[config.mk]
export PLATFORM = sky130hd
export DESIGN_NAME = qenc_pos_counter
export DESIGN_NICKNAME = d
export VERILOG_FILES = /design/src/rtl/qenc_pkg.sv /design/src/rtl/qenc_in_track.sv /design/src/rtl/qenc_step_dec.sv /design/src/rtl/qenc_pos_cnt.sv /design/src/rtl/qenc_pos_counter.sv
export SDC_FILE = /design/constraint.sdc
export NUM_CORES = 1
export LEC_CHECK = 0
export BUFFER_PORTS_ARGS = -buffer_cell sky130_fd_sc_hd__buf_2
export CAP_MARGIN = 10
export CORE_MARGIN = 4
export CORE_UTILIZATION = 59
export DETAILED_ROUTE_END_ITERATION = 8
export PLACE_DENSITY = 0.91
export SYNTH_ARGS = -nofsm -noshare
export SYNTH_HDL_FRONTEND = slang
export SYNTH_SLANG_ARGS = --single-unit
[constraint.sdc]
create_clock -name clk_i -period 3.88 [get_ports clk_i]
set_input_delay 0.582 -clock clk_i [delete_from_list [all_inputs] [get_ports clk_i]]
set_output_delay 0.582 -clock clk_i [all_outputs]
set_load 0.01 [all_outputs]
[src/rtl/qenc_pkg.sv]
package qenc_pkg;
  typedef enum logic [1:0] {
    SRC_QUAD = 2'd0,
    SRC_DIR  = 2'd1,
    SRC_UP   = 2'd2,
    SRC_DOWN = 2'd3
  } src_e;

  localparam logic [7:0] OFS_POS  = 8'h00;
  localparam logic [7:0] OFS_MAX  = 8'h08;
  localparam logic [7:0] OFS_DEC  = 8'h28;
  localparam logic [7:0] OFS_CTL  = 8'h2A;

  localparam int unsigned SRC_LSB = 14;
  localparam int unsigned XCR_BIT = 11;
  localparam int unsigned EN_BIT  = 3;
endpackage

[src/rtl/qenc_in_track.sv]
module qenc_in_track #(
  parameter int unsigned N_IN = 2
) (
  input  logic            clk_i,
  input  logic            rst_ni,
  input  logic [N_IN-1:0] lvl_i,
  output logic [N_IN-1:0] prev_o
);
  for (genvar i = 0; i < N_IN; i++) begin : g_trk
    logic q;
    always_ff @(posedge clk_i or negedge rst_ni) begin
      if (!rst_ni) q <= 1'b0;
      else         q <= lvl_i[i];
    end
    assign prev_o[i] = q;
  end
endmodule

[src/rtl/qenc_step_dec.sv]
module qenc_step_dec
  import qenc_pkg::*;
(
  input  logic [1:0] prev_i,   // {A,B} last cycle
  input  logic [1:0] cur_i,    // {A,B} now
  input  src_e       src_i,
  input  logic       both_i,
  output logic       up_o,
  output logic       dn_o,
  output logic       bad_o
);
  logic a_chg, b_chg, a_rise, a_hit;

  always_comb begin
    a_chg  = prev_i[1] ^ cur_i[1];
    b_chg  = prev_i[0] ^ cur_i[0];
    a_rise = cur_i[1] & ~prev_i[1];
    a_hit  = both_i ? a_chg : a_rise;
    up_o   = 1'b0;
    dn_o   = 1'b0;
    bad_o  = 1'b0;
    unique case (src_i)
      SRC_QUAD: begin
        if (a_chg && b_chg) begin
          bad_o = 1'b1;
        end else if (a_chg || b_chg) begin
          // forward Gray order: A leads B
          up_o = (prev_i[1] == cur_i[0]);
          dn_o = (prev_i[1] != cur_i[0]);
        end
      end
      SRC_DIR: begin
        up_o = a_rise & cur_i[0];
        dn_o = a_rise & ~cur_i[0];
      end
      SRC_UP:   up_o = a_hit;
      SRC_DOWN: dn_o = a_hit;
      default: ;
    endcase
  end
endmodule

[src/rtl/qenc_pos_cnt.sv]
module qenc_pos_cnt #(
  parameter int unsigned CNT_W = 32
) (
  input  logic             clk_i,
  input  logic             rst_ni,
  input  logic             en_i,
  input  logic             up_i,
  input  logic             dn_i,
  input  logic             wr_i,
  input  logic [CNT_W-1:0] wdata_i,
  input  logic [CNT_W-1:0] max_i,
  output logic [CNT_W-1:0] pos_o
);
  logic [CNT_W-1:0] pos_q;
  logic             wr_ok;

  assign wr_ok = wr_i && (wdata_i <= max_i);

  always_ff @(posedge clk_i or negedge rst_ni) begin
    if (!rst_ni) begin
      pos_q <= '0;
    end else if (wr_ok) begin
      pos_q <= wdata_i;
    end else if (en_i && up_i) begin
      pos_q <= (pos_q >= max_i) ? '0 : pos_q + 1'b1;
    end else if (en_i && dn_i) begin
      pos_q <= (pos_q == '0) ? max_i : pos_q - 1'b1;
    end
  end

  assign pos_o = pos_q;
endmodule

[src/rtl/qenc_pos_counter.sv]
module qenc_pos_counter
  import qenc_pkg::*;
#(
  parameter int unsigned    ADDR_W  = 8,
  parameter int unsigned    CNT_W   = 32,
  parameter logic [CNT_W-1:0] RST_MAX = '1
) (
  input  logic              clk_i,
  input  logic              rst_ni,
  input  logic              enc_a_i,
  input  logic              enc_b_i,
  input  logic              reg_we_i,
  input  logic [ADDR_W-1:0] reg_addr_i,
  input  logic [CNT_W-1:0]  reg_wdata_i,
  output logic [CNT_W-1:0]  reg_rdata_o,
  output logic [CNT_W-1:0]  pos_o,
  output logic              err_o
);
  logic [1:0]       cur_ab, prev_ab;
  logic [CNT_W-1:0] max_q, pos;
  src_e             src_q;
  logic             xcr_q, en_q, err_q;
  logic             step_up, step_dn, step_bad;
  logic             sel_pos, sel_max, sel_dec, sel_ctl;
  logic             wr_pos;

  assign cur_ab  = {enc_a_i, enc_b_i};
  assign sel_pos = (reg_addr_i == ADDR_W'(OFS_POS));
  assign sel_max = (reg_addr_i == ADDR_W'(OFS_MAX));
  assign sel_dec = (reg_addr_i == ADDR_W'(OFS_DEC));
  assign sel_ctl = (reg_addr_i == ADDR_W'(OFS_CTL));
  assign wr_pos  = reg_we_i && sel_pos;

  qenc_in_track #(.N_IN(2)) u_trk (
    .clk_i (clk_i),
    .rst_ni(rst_ni),
    .lvl_i (cur_ab),
    .prev_o(prev_ab)
  );

  qenc_step_dec u_dec (
    .prev_i(prev_ab),
    .cur_i (cur_ab),
    .src_i (src_q),
    .both_i(xcr_q),
    .up_o  (step_up),
    .dn_o  (step_dn),
    .bad_o (step_bad)
  );

  qenc_pos_cnt #(.CNT_W(CNT_W)) u_cnt (
    .clk_i  (clk_i),
    .rst_ni (rst_ni),
    .en_i   (en_q),
    .up_i   (step_up),
    .dn_i   (step_dn),
    .wr_i   (wr_pos),
    .wdata_i(reg_wdata_i),
    .max_i  (max_q),
    .pos_o  (pos)
  );

  always_ff @(posedge clk_i or negedge rst_ni) begin
    if (!rst_ni) begin
      max_q <= RST_MAX;
      src_q <= SRC_QUAD;
      xcr_q <= 1'b0;
      en_q  <= 1'b0;
      err_q <= 1'b0;
    end else begin
      if (reg_we_i && sel_max) max_q <= reg_wdata_i;
      if (reg_we_i && sel_dec) begin
        src_q <= src_e'(reg_wdata_i[SRC_LSB+1:SRC_LSB]);
        xcr_q <= reg_wdata_i[XCR_BIT];
      end
      if (reg_we_i && sel_ctl) en_q <= reg_wdata_i[EN_BIT];
      if (en_q && step_bad)    err_q <= 1'b1;
    end
  end

  always_comb begin
    reg_rdata_o = '0;
    if (sel_pos) begin
      reg_rdata_o = pos;
    end else if (sel_max) begin
      reg_rdata_o = max_q;
    end else if (sel_dec) begin
      reg_rdata_o[SRC_LSB+1:SRC_LSB] = src_q;
      reg_rdata_o[XCR_BIT]           = xcr_q;
    end else if (sel_ctl) begin
      reg_rdata_o[EN_BIT] = en_q;
    end
  end

  assign pos_o = pos;
  assign err_o = err_q;
endmodule

Word level (Yosys, flattened, before mapping)
Index checks and enable logic that the tools add are counted.
{ "totals": {"latchBits": 0, "out_inout_bits": 65, "mem_bits_rw": 0, "input_bits": 45, "memories": 0, "elab_cells": 67, "mem_bits_ro": 0, "regBits": 71} }
{ "op_classes": {"bitwise_logic": 7, "shifts": 0, "n_mul": 0, "n_lt_le_gt_ge": 2, "add_sub_neg": 2, "eq_ne": 8, "reduce_logical": 14, "div": 0, "mux": 26} }
{ "op_table": {"columns": ["operator", "count"], "rows": [
  ["two-way mux 32 bit", 6],
  ["adder 32 x 1 -> 32 bit, second input constant", 1],
  ["greater-or-equal comparator 32 bit", 1],
  ["less-or-equal comparator 32 bit", 1],
  ["zero test 32 bit", 1],
  ["subtractor 32 x 1 -> 32 bit, second input constant", 1],
  ["== test 8 x 6 -> 1 bit, second input constant", 2],
  ["two-way mux 16 bit", 1],
  ["two-way mux 1 bit", 12],
  ["logical AND 1 bit", 9],
  ["== test 8 x 4 -> 1 bit, second input constant", 1],
  ["zero test 8 bit", 1],
  ["two-way mux 7 bit", 1],
  ["two-way mux 2 bit", 3],
  ["case mux 1 bit (3 select lines)", 2],
  ["== test 2 bit, second input constant", 2],
  ["bitwise AND 1 bit", 3],
  ["two-way mux 3 bit", 1],
  ["nonzero test 3 bit", 1],
  ["== test 2 x 1 -> 1 bit, second input constant", 1],
  ["zero test 2 bit", 1],
  ["inverter 1 bit", 2],
  ["XOR 1 bit", 2],
  ["== test 1 bit", 1],
  ["2 further kinds", 2]
]} }

Longest topological paths before layout
{ "depth": {"ltp_word": 9, "mapped_depth": 13} }

By module
Synthesis repeated with hierarchy kept, for this count alone.
{ "hier_totals": {"cells_unflattened": 860, "area_unflattened_um2": 7319.5} }
{ "modules_own_cells": {"columns": ["mod", "cells_each", "seq_area_each_um2", "area_per_inst_um2", "n_inst"], "rows": [
  ["qenc_pos_cnt", 669, 800.8, 5062.4, 1],
  ["qenc_pos_counter", 168, 965.9, 2037.0, 1],
  ["qenc_step_dec", 19, 0.0, 155.1, 1],
  ["qenc_in_track", 4, 50.0, 65.1, 1]
]} }

Worst setup path after synthesis
Ideal clock, no wire load.
{ "synth_path": {"kind": "input -> register", "from": "input reg_addr_i[2]", "to": "register u_cnt.pos_q[23], in the netlist u_cnt.pos_o[23]", "cell_stages": 10, "path_slack_ns": 0.726, "setup_ns": 0.125, "n_path_buf": 3, "arrival_time_ns": 3.029, "path_cell_list": "or4_4 > nor3_4 > nand2_1 > a211o_1 > or4_1 > buf_2 > and2_1 > buf_2 > buf_6 > mux2_4"} }
{ "synth_between": {"elab_chain_cells": 4, "word_cells_on_any_way": 5, "classes_between": "mux (1); reduce/logical (4)"} }
{ "synth_rtl": {"columns": ["element", "line", "source"], "rows": [
  ["start, declared", "qenc_pos_counter.sv:13", "input logic [ADDR_W-1:0] reg_addr_i,"],
  ["zero test 8 bit *", "qenc_pos_counter.sv:28", "assign sel_pos = (reg_addr_i == ADDR_W'(OFS_POS));"],
  ["logical AND 1 bit *", "qenc_pos_counter.sv:32", "assign wr_pos = reg_we_i && sel_pos;"],
  ["logical AND 1 bit *", "qenc_pos_cnt.sv:17", "assign wr_ok = wr_i && (wdata_i <= max_i);"],
  ["nonzero test 3 bit (no line) or two-way mux 32 bit (tied branches)", null, null],
  ["end signal, assigned", "qenc_pos_cnt.sv:23", "pos_q <= wdata_i;"],
  ["end signal, assigned", "qenc_pos_cnt.sv:25", "pos_q <= (pos_q >= max_i) ? '0 : pos_q + 1'b1;"],
  ["end signal, assigned", "qenc_pos_cnt.sv:27", "pos_q <= (pos_q == '0) ? max_i : pos_q - 1'b1;"],
  ["end, declared", "qenc_pos_cnt.sv:14", "logic [CNT_W-1:0] pos_q;"]
]} }
Every way passes the cells marked *; elsewhere a longest branch is shown, timed or not.
A chain may end at the register's enable or synchronous reset.

Worst setup path in the final report
{ "layout_path": {"from": "register max_q[27]", "to": "register u_cnt.pos_q[22], in the netlist u_cnt.pos_o[22]"} }
{ "layout_between": {"elab_chain_cells": 4, "word_cells_on_any_way": 7, "classes_between": "order compare (2); mux (3); reduce/logical (2)"} }
{ "layout_rtl": {"columns": ["element", "line", "source"], "rows": [
  ["start, declared", "qenc_pos_counter.sv:20", "logic [CNT_W-1:0] max_q, pos;"],
  ["start signal, assigned", "qenc_pos_counter.sv:71", "if (reg_we_i && sel_max) max_q <= reg_wdata_i;"],
  ["greater-or-equal comparator 32 bit", "qenc_pos_cnt.sv:25", null],
  ["two-way mux 32 bit", "qenc_pos_cnt.sv:25", null],
  ["two-way mux 32 bit", "qenc_pos_cnt.sv:24", "end else if (en_i && up_i) begin"],
  ["two-way mux 32 bit", "qenc_pos_cnt.sv:22", "end else if (wr_ok) begin"]
]} }
Parallel ways exist; a longest one is shown, timed or not.

==> metrics.md <==
| Metric | Value |
|---|---|
| EDFF count, synth | 0 |
| Pwr/cell area | 465 mW/mm² |
| CTS root buffer | clkbuf_16 |
| HPWL after DPL | 17000 µm |
| Synth Net Count | 982 |
| Crit path arrival time | 3.86 ns |
| Post-synth top area share | 13.7% |
| Die area | 0.0139 mm² |
| Asr flop ratio synth | 100% |
| Global-route wire length before repair | 38500 µm |
| Pleak | 3.49 nW |
| Clock Sinks | 71 |
| 1st-pass router iterations | 6 |
| Cell type with the largest total area after synthesis | dfrtp_1 |
| Remaining Overflow, GRT | 0 |
| Status | finished, final reports clean |
| Hold_buf cts | 0 |
| Cells after Synth | 869 |
| Largest net degree at the start of global routing | 53 |
| Post-Syn Area per Cell | 8.21 µm² |
| Final hold vios | 0 |
| Commonest cells in the netlist | ha_1, a21oi_1, clkbuf_1, nand2_1, inv_1 |
| Worst IR drop on VDD | 0.290 mV |
| Final min period | 3.60 ns |
| Synth cell types | 71 |
| Most common cell in the netlist | ha_1 |
| MaxCap Viol Count | 0 |
| Seq/Total Area, Yosys | 25.5% |
| HP Class | primary input to asynchronous set/reset pin |
| Initial Utilization | 61.4% |
| Synth area leaders | dfrtp_1, ha_1, dfstp_2 |
| Sequential cell area | 0.00182 mm² |
| Crit path required time | 4.14 ns |
| Total GRT Usage | 33.8% |
| Rel. slew slack | 49.3% |
| IO Count | 110 |
| Clk slew on worst S/H paths | 0.06 ns |
| Setup_tns | 0 ns |
| Core ar. | 0.0116 mm² |
| Final hold slack | 0.174 ns |
| CTS Buf Count | 9 |
| Startpoint Class | flop |
| Top_reg_cell synth | dfrtp_1 |
| Netlist Area Pre-Place | 0.00713 mm² |
| Residual DRC count | 0 |
| Max Fclk | 278 MHz |
| CP Capture Type | flop |
| Number of fill cells | 912 |
| Yosys warnings | 0 |
| Final WL | 23900 µm |
| Number of I/O port buffers | 109 |
| Fin nets | 1072 |
| Final period utilization | 92.8% |
| Post-DRT Antenna Nets | 0 |
| Multi-input logic area | 0.00486 mm² |
| Transition time at the pin with the least slew margin | 0.761 ns |
| Vias per cell | 7.04 |
| Initial antenna violation count | 1 |
| Share of cells above drive strength 1 | 25.3% |
| RSZ-0062 raised after global routing | no |
| # setup viols final | 0 |
| Post-DR wirelength/cell | 21.6 µm |
| H-tree depth | 3 |
| Vias in the first global route | 7410 |
| Clock Skews | 0.0110 ns |
| Final Max Slew Viols | 0 |
| Layout Area Growth over Synthesis | 14.6% |
| Placement Rows | 39 |
| Iter 0 DRT Violations | 905 |
| Clock latency at the later pin of the worst-skew pair | 0.36 ns |
| Number of synthesized register bits | 71 |
| Vias post-DR | 7797 |
| Clock Path Buffers | 2 |
| RePlAce Congestion | 1.02 |
| Worst setup path class | flop to flop |
| Chip Height | 118 µm |
| CP Max Fanout | 11 |
| Postcts setup bufs | 0 |
| Die X-Extent | 118 µm |
| CTS tree | done |
where the power goes:
group | leakage [nW] | total (W) | switching [W] | internal, W
sequential | 0.821 | 0.00123 | 0.000341 | 0.000886
combinational | 2.52 | 0.00173 | 0.000986 | 0.000748
clock | 0.146 | 0.000844 | 0.000332 | 0.000512
total | 3.49 | 0.00380 | 0.00166 | 0.00215
path summary, 6_finish.rpt:
kind	slack, ns	startpoint	to	cells past startpoint
max	0.28	max_q[27]	u_cnt.pos_o[22]	10
min	0.17	rst_ni	en_q	1
max reg2reg	0.28	max_q[27]	u_cnt.pos_o[22]	10
min reg2reg	0.46	err_o	err_o	2
max in group asynchronous	2.58	rst_ni	u_cnt.pos_o[26]	2
min in group clk_i	0.35	enc_a_i	u_trk.g_trk[1].q	1
cell families (layout without fill, tap and decap cells):
family                   count (synthesis)  after routing  share of synthesized area [%]
adder cells (fa/ha/maj)                 68             68                           11.9
AND/OR/NAND/NOR                        276            276                           20.6
multiplexers                            40             40                           6.26
buffers and inverters                  121            216                           6.63
AO/OA/AOI/OAI                          263            263                           25.5
other                                    0              1                              0
XOR/XNOR                                30             30                           3.68
flip-flops                              71             71                           25.5
cell type report:
cell class	instances	area share (%)
Antenna cell	1	0.0306
Clock buffer	12	3.01
Clock inverter	4	0.551
Inverter	54	2.48
Multi-Input combinational cell	677	59.5
Sequential cell	71	22.2
Tap cell	143	2.19
Timing Repair Buffer	146	10.1
timing repair:
item | in CTS | in global routing
hold endpoints to repair | 0 | 0
endpoints found under the setup margin | 0 | 2
resized for setup | 0 | 1
sequential cells by signal, summed over array words and instances, names as in the netlist:
| register | cells |
|---|---|
| max_q | 32 |
| u_cnt.pos_o | 32 |
| src_q | 2 |
| u_trk.g_trk.q | 2 |
| en_q | 1 |
| err_o | 1 |
| xcr_q | 1 |
layout by cell type (no fill, tap or decap), drive strengths merged, types with 15 or more instances in the layout:
master  instances
nand3          41
nand2          60
nor3           22
mux2           34
a211oi         15
nor2           48
nand4          25
buf           146
ha             68
a22o           30
dfstp          32
dfrtp          39
xnor2          18
o21ai          40
a21oi          67
inv            54
stage by stage:
stage / area, µm² / worst slack (ns) / util [%] / instances / total power [W]
final: 8180 / 0.279 / 70.4 / 1108 / 0.00380
after global routing: 8180 / 0.175 / 70.4 / 1107 / 0.00403
after CTS: 8170 / 0.216 / 70.3 / 1107 / 0.00374
after global placement: 7880 / 0.364 / 67.8 / 1091 / 0.00283
after detailed placement: 7880 / 0.279 / 67.8 / 1091 / 0.00289
after floorplan: 7130 / 0.726 / - / 869 / 0.00231
routing by layer:
layer	track usage [%]	routed length (µm)	vias to the layer above
li1	-	-	3467
met1	43.7	9240	3653
met2	52.1	10800	563
met3	9.51	2820	112
met4	15.9	1020	2
met5	0	13	-
critical path, cell delays in order, from the launching register on:
cell,delay (ns)
dfstp_2,0.56
inv_1,0.07
ha_1,0.30
a21oi_1,0.17
o21ai_0,0.15
a221oi_2,0.50
and2_1,0.48
o21ai_0,0.38
buf_4,0.31
or3_1,0.35
a41oi_1,0.22
Note: power is estimated with default switching activity, not from simulation.
